===== config.mk =====
export PLATFORM = sky130hd
export DESIGN_NAME = blkxfer_seq
export DESIGN_NICKNAME = d
export VERILOG_FILES = /design/src/rtl/blkxfer_pkg.sv /design/src/rtl/blkxfer_legal.sv /design/src/rtl/blkxfer_pick.sv /design/src/rtl/blkxfer_seq.sv
export SDC_FILE = /design/constraint.sdc
export NUM_CORES = 1
export LEC_CHECK = 0
export ABC_AREA = 1
export BUFFER_PORTS_ARGS = -buffer_cell sky130_fd_sc_hd__buf_2
export CORE_MARGIN = 4
export CORE_UTILIZATION = 45
export DETAILED_ROUTE_END_ITERATION = 12
export PLACE_DENSITY = 0.7
export SLEW_MARGIN = 20
export SYNTH_ARGS = -nofsm -noshare
export SYNTH_HDL_FRONTEND = slang
export SYNTH_SLANG_ARGS = --single-unit

===== constraint.sdc =====
create_clock -name clk -period 4.9 [get_ports clk]
set_input_delay 0.245 -clock clk [delete_from_list [all_inputs] [get_ports clk]]
set_output_delay 0.245 -clock clk [all_outputs]
set_load 0.02 [all_outputs]

===== src/rtl/blkxfer_pkg.sv =====
package blkxfer_pkg;

    localparam int NREG  = 16;
    localparam int IDX_W = $clog2(NREG);
    localparam int CNT_W = IDX_W + 1;

    typedef logic [NREG-1:0]  rmask_t;
    typedef logic [IDX_W-1:0] ridx_t;
    typedef logic [CNT_W-1:0] rcnt_t;

    localparam ridx_t IDX_PC = ridx_t'(15);
    localparam ridx_t IDX_LR = ridx_t'(14);
    localparam ridx_t IDX_SP = ridx_t'(13);

    typedef enum logic {
        ST_IDLE,
        ST_RUN
    } seq_state_e;

    typedef struct packed {
        logic  load;
        logic  down;
        logic  wback;
        ridx_t base;
    } xfer_ctl_t;

    function automatic rcnt_t count_regs(input rmask_t m);
        rcnt_t c;
        c = '0;
        for (int i = 0; i < NREG; i++) begin
            c = c + rcnt_t'(m[i]);
        end
        return c;
    endfunction

endpackage


===== src/rtl/blkxfer_legal.sv =====
module blkxfer_legal
    import blkxfer_pkg::*;
(
    input  xfer_ctl_t ctl,
    input  rmask_t    mask,
    input  logic      in_cond,
    input  logic      cond_last,
    output logic      illegal
);
    logic base_is_pc;
    logic has_sp;
    logic has_pc;
    logic has_lr;
    logic empty;
    logic store_pc;
    logic load_pc_lr;
    logic wb_overlap;
    logic cond_pc;

    always_comb begin
        base_is_pc = (ctl.base == IDX_PC);
        has_sp     = mask[IDX_SP];
        has_pc     = mask[IDX_PC];
        has_lr     = mask[IDX_LR];
        empty      = (mask == '0);
        store_pc   = !ctl.load && has_pc;
        load_pc_lr = ctl.load && has_pc && has_lr;
        wb_overlap = ctl.wback && mask[ctl.base];
        cond_pc    = ctl.load && has_pc && in_cond && !cond_last;
        illegal    = base_is_pc || has_sp || empty || store_pc ||
                     load_pc_lr || wb_overlap || cond_pc;
    end

endmodule


===== src/rtl/blkxfer_pick.sv =====
module blkxfer_pick
    import blkxfer_pkg::*;
(
    input  rmask_t pend,
    input  logic   down,
    output ridx_t  idx,
    output rmask_t hit,
    output logic   final_one
);
    rmask_t pend_rev;
    rmask_t src;
    rmask_t low;
    rmask_t low_rev;

    // Mirror the mask so one lowest-bit isolator serves both directions.
    for (genvar g = 0; g < NREG; g++) begin : g_rev
        assign pend_rev[g] = pend[NREG-1-g];
        assign low_rev[g]  = low[NREG-1-g];
    end

    always_comb begin
        src = down ? pend_rev : pend;
        low = src & (~src + rmask_t'(1));
        hit = down ? low_rev : low;
        idx = '0;
        for (int i = 0; i < NREG; i++) begin
            if (hit[i]) begin
                idx = ridx_t'(i);
            end
        end
        final_one = ((pend & ~hit) == '0);
    end

endmodule


===== src/rtl/blkxfer_seq.sv =====
module blkxfer_seq
    import blkxfer_pkg::*;
#(
    parameter int ADDR_W = 32,
    parameter int STEP   = 4
) (
    input  logic              clk,
    input  logic              rst,
    input  logic              start,
    input  logic              is_load,
    input  logic              down,
    input  logic              wback,
    input  logic [IDX_W-1:0]  base_reg,
    input  logic [ADDR_W-1:0] base_val,
    input  logic [NREG-1:0]   reg_mask,
    input  logic              in_cond_blk,
    input  logic              cond_last,
    input  logic [ADDR_W-1:0] pc_rdata,
    output logic              beat_vld,
    output logic              beat_last,
    output logic [IDX_W-1:0]  beat_reg,
    output logic [ADDR_W-1:0] beat_addr,
    output logic              wb_vld,
    output logic [IDX_W-1:0]  wb_reg,
    output logic [ADDR_W-1:0] wb_val,
    output logic              fault,
    output logic              br_vld,
    output logic [ADDR_W-1:0] br_target
);
    localparam logic [ADDR_W-1:0] STEP_A = ADDR_W'(STEP);

    seq_state_e        state_q;
    xfer_ctl_t         ctl_q;
    xfer_ctl_t         ctl_in;
    rmask_t            pend_q;
    logic [ADDR_W-1:0] addr_q;
    logic [ADDR_W-1:0] wbval_q;
    logic [ADDR_W-1:0] wb_next;
    logic [ADDR_W-1:0] nregs_a;
    logic              wb_vld_q;
    logic              fault_q;
    logic              br_q;
    logic [ADDR_W-1:0] brt_q;
    logic              illegal;
    ridx_t             cur_idx;
    rmask_t            cur_hit;
    logic              cur_final;
    logic              running;
    logic              pc_beat;

    assign ctl_in = '{load: is_load, down: down, wback: wback, base: base_reg};

    blkxfer_legal u_legal (
        .ctl       (ctl_in),
        .mask      (reg_mask),
        .in_cond   (in_cond_blk),
        .cond_last (cond_last),
        .illegal   (illegal)
    );

    blkxfer_pick u_pick (
        .pend      (pend_q),
        .down      (ctl_q.down),
        .idx       (cur_idx),
        .hit       (cur_hit),
        .final_one (cur_final)
    );

    // Updated base: upward ends one word past the top, downward stays on the lowest word.
    always_comb begin
        nregs_a = ADDR_W'(count_regs(reg_mask));
        if (down) begin
            wb_next = base_val - STEP_A * (nregs_a - ADDR_W'(1));
        end else begin
            wb_next = base_val + STEP_A * nregs_a;
        end
    end

    assign running = (state_q == ST_RUN);
    assign pc_beat = running && ctl_q.load && (cur_idx == IDX_PC);

    always_ff @(posedge clk) begin
        if (rst) begin
            state_q  <= ST_IDLE;
            ctl_q    <= '0;
            pend_q   <= '0;
            addr_q   <= '0;
            wbval_q  <= '0;
            wb_vld_q <= 1'b0;
            fault_q  <= 1'b0;
            br_q     <= 1'b0;
            brt_q    <= '0;
        end else begin
            wb_vld_q <= 1'b0;
            fault_q  <= 1'b0;
            br_q     <= 1'b0;
            case (state_q)
                ST_IDLE: begin
                    if (start) begin
                        if (illegal) begin
                            fault_q <= 1'b1;
                        end else begin
                            state_q <= ST_RUN;
                            ctl_q   <= ctl_in;
                            pend_q  <= reg_mask;
                            addr_q  <= base_val;
                            wbval_q <= wb_next;
                        end
                    end
                end
                ST_RUN: begin
                    pend_q <= pend_q & ~cur_hit;
                    addr_q <= ctl_q.down ? (addr_q - STEP_A) : (addr_q + STEP_A);
                    if (pc_beat) begin
                        if (pc_rdata[0]) begin
                            br_q  <= 1'b1;
                            brt_q <= {pc_rdata[ADDR_W-1:1], 1'b0};
                        end else begin
                            fault_q <= 1'b1;
                        end
                    end
                    if (cur_final) begin
                        state_q  <= ST_IDLE;
                        wb_vld_q <= ctl_q.wback;
                    end
                end
                default: state_q <= ST_IDLE;
            endcase
        end
    end

    assign beat_vld  = running;
    assign beat_last = running && cur_final;
    assign beat_reg  = running ? cur_idx : '0;
    assign beat_addr = addr_q;
    assign wb_vld    = wb_vld_q;
    assign wb_reg    = ctl_q.base;
    assign wb_val    = wbval_q;
    assign fault     = fault_q;
    assign br_vld    = br_q;
    assign br_target = brt_q;

endmodule


======== Word level (Yosys, flattened, before mapping) ========
Index checks and enable logic that the tools add are counted.
cells by class
  add/subtract/negate cells ............... 21
  magnitude comparators ................... 1
  eq/ne operators ......................... 4
  muxes and demuxes ....................... 38
  bitwise gates (word level) .............. 8
  reductions and logical operators ........ 24
operators by type and width
  cell                                                                           count
  32-bit two-way mux                                                             4
  16-bit two-way mux                                                             4
  32-bit one-hot mux with 2 select lines                                         1
  5-bit by 1-bit adder with 5-bit output                                         11
  4-bit two-way mux                                                              9
  32-bit by 3-bit adder with 32-bit output (second input constant)               1
  32-bit by 7-bit adder with 32-bit output                                       1
  16-bit bitwise AND                                                             2
  16-bit logical NOT                                                             2
  16-bit inverter                                                                2
  16-bit one-hot mux with 2 select lines                                         1
  32-bit by 3-bit subtractor with 32-bit output (second input constant)          1
  32-bit subtractor                                                              1
  16-bit by 1-bit adder with 16-bit output (second input constant)               1
  3-bit two-way mux                                                              4
  1-bit two-way mux                                                              10
  1-bit logical AND                                                              9
  4-bit == test (second input constant)                                          2
  1-bit logical OR                                                               6
  3-bit AND reduction                                                            2
  3-bit OR reduction                                                             2
  5-bit by 1-bit subtractor with 6-bit output (second input constant)            1
  4-bit by 1-bit adder with 5-bit output                                         1
  4-bit by 5-bit less-than comparator with 1-bit output (second input constant)  1
  other kinds (10)                                                               17
word-level totals
  register bits ........................... 122
  bits of input ports ..................... 92
  output and inout bits ................... 109
  word-level logic and storage cells ...... 108

======== Longest topological paths before layout ========
Gate-level depths: netlist of run 1.
  word-level depth ........................ 24
  depth in mapped cells ................... 29
  mapped depth without buffers ............ 29

======== By module ========
From an unflattened synthesis of run 1, not the netlist that was laid out.
unflattened totals
  cells, all modules ...................... 1737
  area, all modules ....................... 10568.9 µm²
modules (own cells, without submodules)
  module         times used  cells each  area an instance (µm²)
  blkxfer_seq    1           1469        9261.4
  blkxfer_pick   1           197         1003.5
  blkxfer_legal  1           71          304.0

======== Worst setup path after synthesis of run 1 ========
Ideal clock, no wire load.
  kind .................................... input to register
  from .................................... in reg_mask[0]
  to ...................................... reg wbval_q[16] (netlist: wb_val[16])
  library setup time ...................... 117 ps
  arrival time ............................ 5281 ps
  data required time ...................... 4783 ps
  setup slack ............................. -498 ps
  stages on the path ...................... 24
  cells stage by stage .................... inv_1 -> fa_1 -> fa_1 -> fa_1 -> fa_1 -> inv_1 -> ha_1 -> fa_1 -> xnor2_1 -> nand2_1 -> nor2_1 -> nand2_1 -> nand2_1 -> nand2_1 -> ha_1 -> a21oi_1 -> a21boi_0 -> o21ai_0 -> nand2_1 -> nand2_1 -> nand2_1 -> nand3b_1 -> a21oi_1 -> nor2_1
on the way
  word-level cells in the longest chain between the ends .. 18
  elaborated cells between the ends (all ways) .. 30
ends and longest elaborated chain
  what                                                   line                RTL
  start: declaration                                     blkxfer_seq.sv:15   input logic [NREG-1:0] reg_mask,
  1-bit by 1-bit adder with 2-bit output                 blkxfer_pkg.sv:31   c = c + rcnt_t'(m[i]);
  2-bit by 1-bit adder with 3-bit output                 blkxfer_pkg.sv:31
  3-bit by 1-bit adder with 4-bit output                 blkxfer_pkg.sv:31
  4-bit by 1-bit adder with 5-bit output                 blkxfer_pkg.sv:31
  5-bit by 1-bit adder with 5-bit output (11 in series)  blkxfer_pkg.sv:31
  5-bit by 1-bit subtractor with 6-bit output            blkxfer_seq.sv:73   wb_next = base_val - STEP_A * (nregs_a - ADDR_W'(1));
  32-bit subtractor                                      blkxfer_seq.sv:73
  32-bit two-way mux                                     blkxfer_seq.sv:72   if (down) begin
  end signal: assignment                                 blkxfer_seq.sv:107  wbval_q <= wb_next;
  end: declaration                                       blkxfer_seq.sv:37   logic [ADDR_W-1:0] wbval_q;
Several ways; a longest one is shown, not always the timed one. The select of a mux whose other input is x is not followed.
A chain may end at the register's enable or synchronous reset.

======== Worst setup path in the final report of run 1 ========
  from .................................... in reg_mask[5]
  to ...................................... reg wbval_q[29] (netlist: wb_val[29])
on the way
  word-level cells in the longest chain between the ends .. 14
  elaborated cells between the ends (all ways) .. 26
ends and longest elaborated chain
  what                                                   line
  5-bit by 1-bit adder with 5-bit output (11 in series)  blkxfer_pkg.sv:31
  5-bit by 1-bit subtractor with 6-bit output            blkxfer_seq.sv:73
  32-bit subtractor                                      blkxfer_seq.sv:73
  32-bit two-way mux                                     blkxfer_seq.sv:72
Several ways; a longest one is shown, not always the timed one. The select of a mux whose other input is x is not followed.

==> results summary, run 1 <==
The flow ran to the end, but the final reports show violations. The checks that failed: setup timing. The detailed router finished its first iteration with 953 violations. The max-slew violation total from the final report came out at 0. Once detail routing completed, the nets flagged for antenna violations numbered 0. The number of global-route vias before repair came out at 11.2k. Pin placement for this block handled 201 I/O pins. The net count of the finished layout came out at 2000. For this run, the leading register cell type out of synthesis is sky130_fd_sc_hd__dfxtp_1.

The total track usage is 29.4%. The summed instance area of the synthesized netlist is 9870 µm². The startpoint of the worst register-to-register path is ctl_q[5]. The worst setup path is of the in -> reg kind. The clock skew is 18.4 ps. The source-to-sink clock delay at the later pin of the worst-skew pair came out at 440 ps. The shortest clock period the worst path allows after layout came out at 5060 ps. The TritonCTS clock tree is yes.

The core region is 21300 µm². The tree built by TritonCTS fans out to 122 sinks. The first-pass detailed-route iteration total is 5. The final design utilization is 63.9%. Power spread over the standard cell area amounts to 574 nW/µm².

Across the run, the number of max-cap violations was 0. After synthesis, the share of flip-flops with an asynchronous set or reset is 0%. The post-synthesis sequential area ratio is 24.7%. Buffers inserted to repair hold after CTS numbered 0. The H-tree depth reported by CTS came out at 4. The Yosys step of the flow raised 0 warnings.

The routed via count divided by cell count is 5.52. The die area is 24400 µm². Clock tree synthesis inserted a total of 17 buffers. Synthesis instantiated 46 different standard cells from the library.

STA classifies the critical path startpoint as an input pin. Summing all placed instances gives a cell area of 12100 µm². The maximum achievable frequency is 0.198 GHz. The clock transition at the registers of the reported paths came out at 80 ps. The total number of vias is 11.7k.

The min-delay analysis places its worst path in the category in -> reg. The pre-CTS setup slack is -636 ps. The initial antenna violation count is 0. The post-layout instance area came out at 13600 µm². The starting density of the core came out at 46.4%.

For this design the static power due to leakage is 6.44 nW. The number of flops mapped to enable cells by yosys is 0. The detailed-route wire length is 37.7 mm. The share of post-route cells with drive strength above 1 is 29.9%. The worst-path maximum fanout is 4.

Setup repair after global routing could not meet its margin everywhere. Synthesis produced a netlist with a net count of 1713. In this run the clock root is driven by a sky130_fd_sc_hd__clkbuf_16. The non-filler instance count after layout is 2119. Along the worst hold path, the cell count comes to 3. The count of placed standard cells including taps is 2066. The share of the cycle needed by the critical path after routing is 103%. The endpoint identified for the worst register-to-register timing path is br_target[16]. The first global-routing pass estimated 57.7 mm of wire. STA classifies the critical path endpoint as a register. Relative to the synthesized area, the layout overhead comes to 37.9%.

Entering global routing, the biggest net connects 71 pins. The end point of the worst hold path is br_target[17]. The final hold violation count came to 0. The wire length per cell after detailed routing is 17.8 µm. In this run the register-to-register setup slack is 1320 ps. The global placer's final weighted congestion is 0.989.

The wire-length estimate of the detail-placed layout is 27.6 mm. The flip-flop and latch count after synthesis came out at 122. The worst-case hold slack is 70.1 ps. The required time of the worst setup path came out at 5210 ps. The worst-margin pin slew came out at 971 ps. The placement row count came out at 53. The peak ir drop on the vdd network came out at 0.407 mV.

In this run the most critical hold path is launched from pc_rdata[17]. The sum of overflow across all layers after global routing is 0. The data arrival time of the worst path is 5370 ps.

Summing internal, switching and leakage power gives 7.82 mW. In this run the deepest clock path goes through 2 buffers. The chip height came out at 156 µm.

The number of failing setup endpoints in the final timing report is 21. For the worst flop-to-flop path, the logic depth is 15. The width of the die is 156 µm. The slack of the critical path came out at -161 ps. The setup TNS is -1450 ps.

The number of buffers added on ports came out at 199. The synthesized instance count is 1543. The max-slew headroom at the worst pin is 35.2%. In the routed design, unresolved DRC markers number 0. The average footprint of a synthesized cell is 6.40 µm².
## synth_stat cells, types with 2 or more instances
cell type	count	area, µm²
sky130_fd_sc_hd__or2_2	5	31.3
sky130_fd_sc_hd__nand2_4	2	22.5
sky130_fd_sc_hd__nand2_1	361	1360
sky130_fd_sc_hd__nand3_2	3	30.0
sky130_fd_sc_hd__nor2_4	2	22.5
sky130_fd_sc_hd__nor4_1	3	18.8
sky130_fd_sc_hd__a21boi_0	5	37.5
sky130_fd_sc_hd__buf_1	8	30.0
sky130_fd_sc_hd__nand3_1	163	816
sky130_fd_sc_hd__ha_1	66	826
sky130_fd_sc_hd__inv_1	147	552
sky130_fd_sc_hd__o2111ai_1	2	17.5
sky130_fd_sc_hd__buf_2	17	85.1
sky130_fd_sc_hd__o21ai_1	4	20.0
sky130_fd_sc_hd__clkbuf_2	2	10.0
sky130_fd_sc_hd__o31ai_1	2	15.0
sky130_fd_sc_hd__clkbuf_1	23	86.3
sky130_fd_sc_hd__fa_1	12	240
sky130_fd_sc_hd__dfxtp_1	122	2440
sky130_fd_sc_hd__o211ai_1	7	52.6
sky130_fd_sc_hd__nand4_1	24	150
sky130_fd_sc_hd__nor2_2	3	18.8
sky130_fd_sc_hd__xnor2_1	18	158
sky130_fd_sc_hd__buf_4	7	52.6
sky130_fd_sc_hd__a21o_1	6	45.0
sky130_fd_sc_hd__nor2_1	141	529
sky130_fd_sc_hd__o21a_1	12	90.1
sky130_fd_sc_hd__nand3b_1	12	90.1
sky130_fd_sc_hd__o21ai_0	102	510
sky130_fd_sc_hd__a21oi_1	177	886
sky130_fd_sc_hd__xor2_1	18	158
sky130_fd_sc_hd__o21bai_1	10	75.1
sky130_fd_sc_hd__nand2_2	4	25.0
sky130_fd_sc_hd__buf_6	8	90.1
sky130_fd_sc_hd__a31oi_1	17	106
sky130_fd_sc_hd__nor3_1	18	90.1
## worst max path at each step
| stage | start | end | slack [ps] | depth (start not counted) |
|---|---|---|---|---|
| after floorplan | reg_mask[13] | wb_val[31] | -180 | 25 |
| after global placement | reg_mask[13] | wb_val[28] | -640 | 26 |
| after detailed placement | reg_mask[13] | wb_val[31] | -640 | 27 |
| after CTS | reg_mask[5] | wb_val[26] | -40 | 26 |
| after global routing | reg_mask[5] | wb_val[29] | -360 | 26 |
| final | reg_mask[5] | wb_val[29] | -160 | 26 |
## where the power goes
group / leakage [nW] / internal (mW) / total, mW / switching [mW]
Clock: 0.295 / 0.691 / 1.30 / 0.612
Combinational: 5.15 / 2.52 / 5.42 / 2.90
Sequential: 0.991 / 1.04 / 1.09 / 0.0514
## cells by family (layout without fill, tap and decap cells)
logic type,count (synthesis),after routing,share of synthesized area (%)
fa+ha+maj,78,78,10.8
compound gates,347,347,19.0
flops,122,122,24.7
xor+xnor,36,36,3.19
mux,1,1,0.101
other cells,1,2,0.0380
buf+inv,214,514,9.28
simple gates,744,744,32.8
## placed cells by master, fill, tap and decap left out, types with 16 or more instances in the layout
cell / count
sky130_fd_sc_hd__buf_4: 122
sky130_fd_sc_hd__nor2_1: 122
sky130_fd_sc_hd__buf_6: 16
sky130_fd_sc_hd__a21oi_1: 159
sky130_fd_sc_hd__nand3_1: 149
sky130_fd_sc_hd__clkbuf_16: 17
sky130_fd_sc_hd__dfxtp_1: 120
sky130_fd_sc_hd__nand4_1: 24
sky130_fd_sc_hd__ha_1: 39
sky130_fd_sc_hd__a31oi_1: 16
sky130_fd_sc_hd__nand2_2: 22
sky130_fd_sc_hd__inv_1: 133
sky130_fd_sc_hd__nand2_1: 331
sky130_fd_sc_hd__o21ai_0: 89
sky130_fd_sc_hd__buf_2: 194
sky130_fd_sc_hd__ha_4: 24
## worst max-delay path, cell delays in order
cell                      delay, ps
sky130_fd_sc_hd__buf_6           70
sky130_fd_sc_hd__inv_4           30
sky130_fd_sc_hd__fa_1           570
sky130_fd_sc_hd__fa_1           460
sky130_fd_sc_hd__fa_1           490
sky130_fd_sc_hd__fa_1           500
sky130_fd_sc_hd__inv_1           40
sky130_fd_sc_hd__ha_2           190
sky130_fd_sc_hd__fa_2           360
sky130_fd_sc_hd__xnor2_2        210
sky130_fd_sc_hd__buf_4          170
sky130_fd_sc_hd__nand2_4         50
sky130_fd_sc_hd__nor2_4         120
sky130_fd_sc_hd__buf_6          120
sky130_fd_sc_hd__xor2_2         130
sky130_fd_sc_hd__mux2i_1         90
sky130_fd_sc_hd__ha_2           420
sky130_fd_sc_hd__nand2_4        100
sky130_fd_sc_hd__buf_6          130
sky130_fd_sc_hd__nor4_4         160
sky130_fd_sc_hd__nand2_1        140
sky130_fd_sc_hd__nand3_4        140
sky130_fd_sc_hd__nand3_2         80
sky130_fd_sc_hd__nand2_2         70
sky130_fd_sc_hd__xor2_1         180
sky130_fd_sc_hd__a21oi_1         90
## metal layers
metal / vias to the layer above / routed length (µm) / global-route usage, % / share of wire [%]
li1: 5751 / - / - / -
met2: 470 / 17500 / 47.8 / 46
met3: 88 / 2750 / 5.49 / 7.3
met4: 0 / 1140 / 8.88 / 3.0
met1: 5396 / 16300 / 39.7 / 43
met5: - / 0 / 0 / 0
## cell type report
class                           count  area, µm²
Tap cell                          275        344
Clock buffer                       17        425
Fill cell                        1906       7680
Antenna cell                        1       2.50
Timing Repair Buffer              333       2090
Inverter                          149        579
Sequential cell                   122       2440
Clock inverter                     15        171
Multi-Input combinational cell   1207       7550
## timing repair
| action | 4_1_cts | 5_1_grt |
|---|---|---|
| resized for setup | 44 | 122 |
| setup endpoints to repair | 24 | 25 |
| hold endpoints to repair | 0 | 0 |
| buffers inserted | 10 | 11 |
| pin swaps | 36 | 43 |
(Power assumes the default switching activity.)
==> run 2: changes to the inputs <==
--- a/config.mk
+++ b/config.mk
@@ -7,10 +7,12 @@
 export LEC_CHECK = 0
 export ABC_AREA = 1
 export BUFFER_PORTS_ARGS = -buffer_cell sky130_fd_sc_hd__buf_2
+export CAP_MARGIN = 20
 export CORE_MARGIN = 4
 export CORE_UTILIZATION = 45
 export DETAILED_ROUTE_END_ITERATION = 12
-export PLACE_DENSITY = 0.7
+export MAX_ROUTING_LAYER = met4
+export PLACE_DENSITY = 0.67
 export SLEW_MARGIN = 20
 export SYNTH_ARGS = -nofsm -noshare
 export SYNTH_HDL_FRONTEND = slang
==> constraint.sdc (replaced) <==
create_clock -name clk -period 4.86 [get_ports clk]
set_input_delay 0.243 -clock clk [delete_from_list [all_inputs] [get_ports clk]]
set_output_delay 0.243 -clock clk [all_outputs]
set_load 0.02 [all_outputs]
==> results summary, run 2 (synthesis results as in run 1) <==
The flow ran to the end, but the final reports show violations. The checks that failed: setup timing. The final hold violation count came to 0 (unchanged).

The count of clock tree sinks came to 122 (unchanged). The I/O pin count came out at 201 (unchanged). The areal power density over the cells came to 574 nW/µm² (about the same). The starting density of the core came out at 46.4% (unchanged). The net count of the finished layout was 2005 (+0.25%). The tree is rooted in a sky130_fd_sc_hd__clkbuf_16. The shortest clock period the worst path allows after layout came out at 4980 ps.

The clock skew is 15.4 ps (-3.06 ps). The nature of the critical path endpoint is a register. TritonCTS built the clock tree. The violation count after the first detailed-route iteration is 811 (-15%). The width of the die was 156 µm (unchanged). Setup repair after global routing could not meet its margin everywhere. The sum of overflow across all layers after global routing was 0 (unchanged).

The non-filler instance count after layout came out at 2123 (+0.19%). The worst-case hold slack came to 67.3 ps (-2.77 ps). The number of buffers added on ports came out at 199 (unchanged).

The placeable core region came out at 21300 µm² (unchanged). The peak ir drop on the vdd network is 0.422 mV (+3.5%). The layout-stage area growth over the synthesis result came out at 37.7% (about the same).

The total track usage is 30.4% (+1.1 points). The share of the cycle needed by the critical path after routing is 103%. The wire length per cell after detailed routing is 17.7 µm (-0.74%). The clock transition at the registers of the reported paths is 70 ps (about the same). The class of the most critical setup path is in -> reg. The max-slew headroom at the worst pin came to 38.7% (+3.5 points). The antenna diode count is 0 (-1).

The count of placed standard cells including taps came out at 2067 (+0.048%). The slack of the critical path is -124 ps (+37.4 ps). The post-layout instance area came to 13600 µm² (about the same). The worst-path maximum fanout came out at 4 (unchanged).

The required time of the worst setup path is 5170 ps (-40 ps). The first-pass detailed-route iteration total was 5 (unchanged). The area of the multi-input gates came to 7500 µm² (-0.78%). The max-slew violation total from the final report came to 0 (unchanged). The max-cap violation count is 0 (unchanged). The remaining antenna violation count after routing is 0 (unchanged). The routed via count divided by cell count was 5.51 (-0.16%). The instance area at placement came to 12100 µm² (+0.10%). Leaving out fill and tap cells, the most frequent cell in the layout is sky130_fd_sc_hd__nand2_1. The worst setup path is launched from an input pin. The H-tree depth reported by CTS came to 4 (unchanged). The number of global-route vias before repair came to 11.2k (-0.11%). The largest net degree at the start of global routing is 71 (unchanged). The cell leakage power came out at 6.45 nW (+0.14%). The worst-margin pin slew came out at 920 ps (-50.8 ps). The global placer's final weighted congestion came out at 0.988 (about the same). The share of post-route cells with drive strength above 1 came to 29.4% (-0.51 points). The post-route DRC violation count was 0 (unchanged).

The data arrival time of the worst path is 5290 ps (-80 ps). The register area came out at 2440 µm² (unchanged). In the layout the commonest cells are sky130_fd_sc_hd__nand2_1, sky130_fd_sc_hd__buf_2, sky130_fd_sc_hd__a21oi_1. The filler cell count in the final layout is 1936 (+1.6%).

The global-route wire length before repair is 58.0 mm (+0.55%). The number of buffers inserted during clock tree synthesis is 17 (unchanged). The detailed-route wire length was 37.5 mm (-0.56%). The kind of path behind the tightest hold check is in -> reg. The number of failing setup endpoints in the final timing report is 18 (-14%). The maximum achievable frequency came out at 0.201 GHz. The die area was 24400 µm² (unchanged). The placement row count came to 53 (unchanged). The maximum buffer depth of the clock tree came out at 2 (unchanged).

The setup TNS is -1050 ps (+395 ps). The initial antenna violation count is 0 (unchanged). The total number of vias came out at 11.7k (+0.026%). The source-to-sink clock delay at the later pin of the worst-skew pair came out at 440 ps (about the same). The chip height is 156 µm (unchanged). The half-perimeter wire length of the detailed placement result came to 28.0 mm (+1.3%).
[run 2: cell count changes in the layout (fill, tap and decap cells not counted), moves of 4 or more]
| cell | before | now |
|---|---|---|
| sky130_fd_sc_hd__buf_4 | 122 | 128 |
| sky130_fd_sc_hd__ha_1 | 39 | 46 |
| sky130_fd_sc_hd__ha_4 | 24 | 19 |
| sky130_fd_sc_hd__nor2_1 | 122 | 117 |
| sky130_fd_sc_hd__nor2_4 | 9 | 13 |
| sky130_fd_sc_hd__o21ai_1 | 8 | 13 |
| sky130_fd_sc_hd__o21ai_2 | 6 | 2 |
| sky130_fd_sc_hd__xor2_1 | 12 | 16 |
| sky130_fd_sc_hd__xor2_2 | 5 | 1 |
[run 2: path summary, 6_finish.rpt]
kind,slack (ps),end,start,cells past startpoint
max,-120,wb_val[23],reg_mask[3],22
min,70,br_target[24],pc_rdata[24],3
max reg2reg,1380,br_target[25],ctl_q[5],15
min reg2reg,460,br_target[30],br_target[30],2
[run 2: stage by stage]
| stage | utilization (%) | worst slack [ps] | power (mW) |
|---|---|---|---|
| floorplan | - | -219 | 3.50 |
| global placement | 56.8 | -845 | 5.10 |
| detailed placement | 56.8 | -812 | 5.10 |
| CTS | 61.5 | -37.6 | 7.00 |
| global route | 63.9 | -304 | 8.22 |
| finish | 63.9 | -124 | 7.81 |
[run 2: repair_timing]
action | CTS | global route
pin swaps | 34 | 51
resized for setup | 77 | 80
endpoints found under the setup margin | 24 | 25
buffers inserted | 14 | 10
hold buffers | 0 | 0
[run 2: cell type report]
cell class              count  area share [%]
inverters                 149            4.24
well taps                 275            2.53
clock buffers              17            3.13
repair buffers            338            15.7
flip-flops and latches    122            18.0
multi-input cells        1207            55.1
clock inverters            15            1.26
[run 2: metal layers]
layer | wire [µm] | vias up | global-route usage [%]
met2 | 17600 | 404 | 48.5
li1 | - | 5778 | -
met5 | 0 | - | -
met4 | 934 | 0 | 10.2
met1 | 16600 | 5459 | 39.9
met3 | 2390 | 67 | 4.30
[run 2: worst max-delay path, stage by stage]
cell and delay, ps:
sky130_fd_sc_hd__buf_8 80, sky130_fd_sc_hd__inv_4 30, sky130_fd_sc_hd__fa_1 550, sky130_fd_sc_hd__fa_1 460
sky130_fd_sc_hd__fa_1 480, sky130_fd_sc_hd__fa_1 490, sky130_fd_sc_hd__inv_1 40, sky130_fd_sc_hd__ha_2 190
sky130_fd_sc_hd__fa_2 520, sky130_fd_sc_hd__inv_2 60, sky130_fd_sc_hd__ha_4 160, sky130_fd_sc_hd__buf_4 130
sky130_fd_sc_hd__xor2_1 150, sky130_fd_sc_hd__xnor2_1 160, sky130_fd_sc_hd__ha_1 410, sky130_fd_sc_hd__inv_1 140
sky130_fd_sc_hd__nor3_4 270, sky130_fd_sc_hd__a21oi_4 120, sky130_fd_sc_hd__buf_4 150, sky130_fd_sc_hd__o221ai_2 180
sky130_fd_sc_hd__xnor2_1 170, sky130_fd_sc_hd__a21oi_1 100
[run 2: power breakdown]
group / total [mW] / internal (mW) / leakage (nW) / switching (mW)
clock: 1.34 / 0.735 / 0.292 / 0.608
sequential: 1.10 / 1.05 / 0.991 / 0.0475
combinational: 5.37 / 2.48 / 5.16 / 2.88
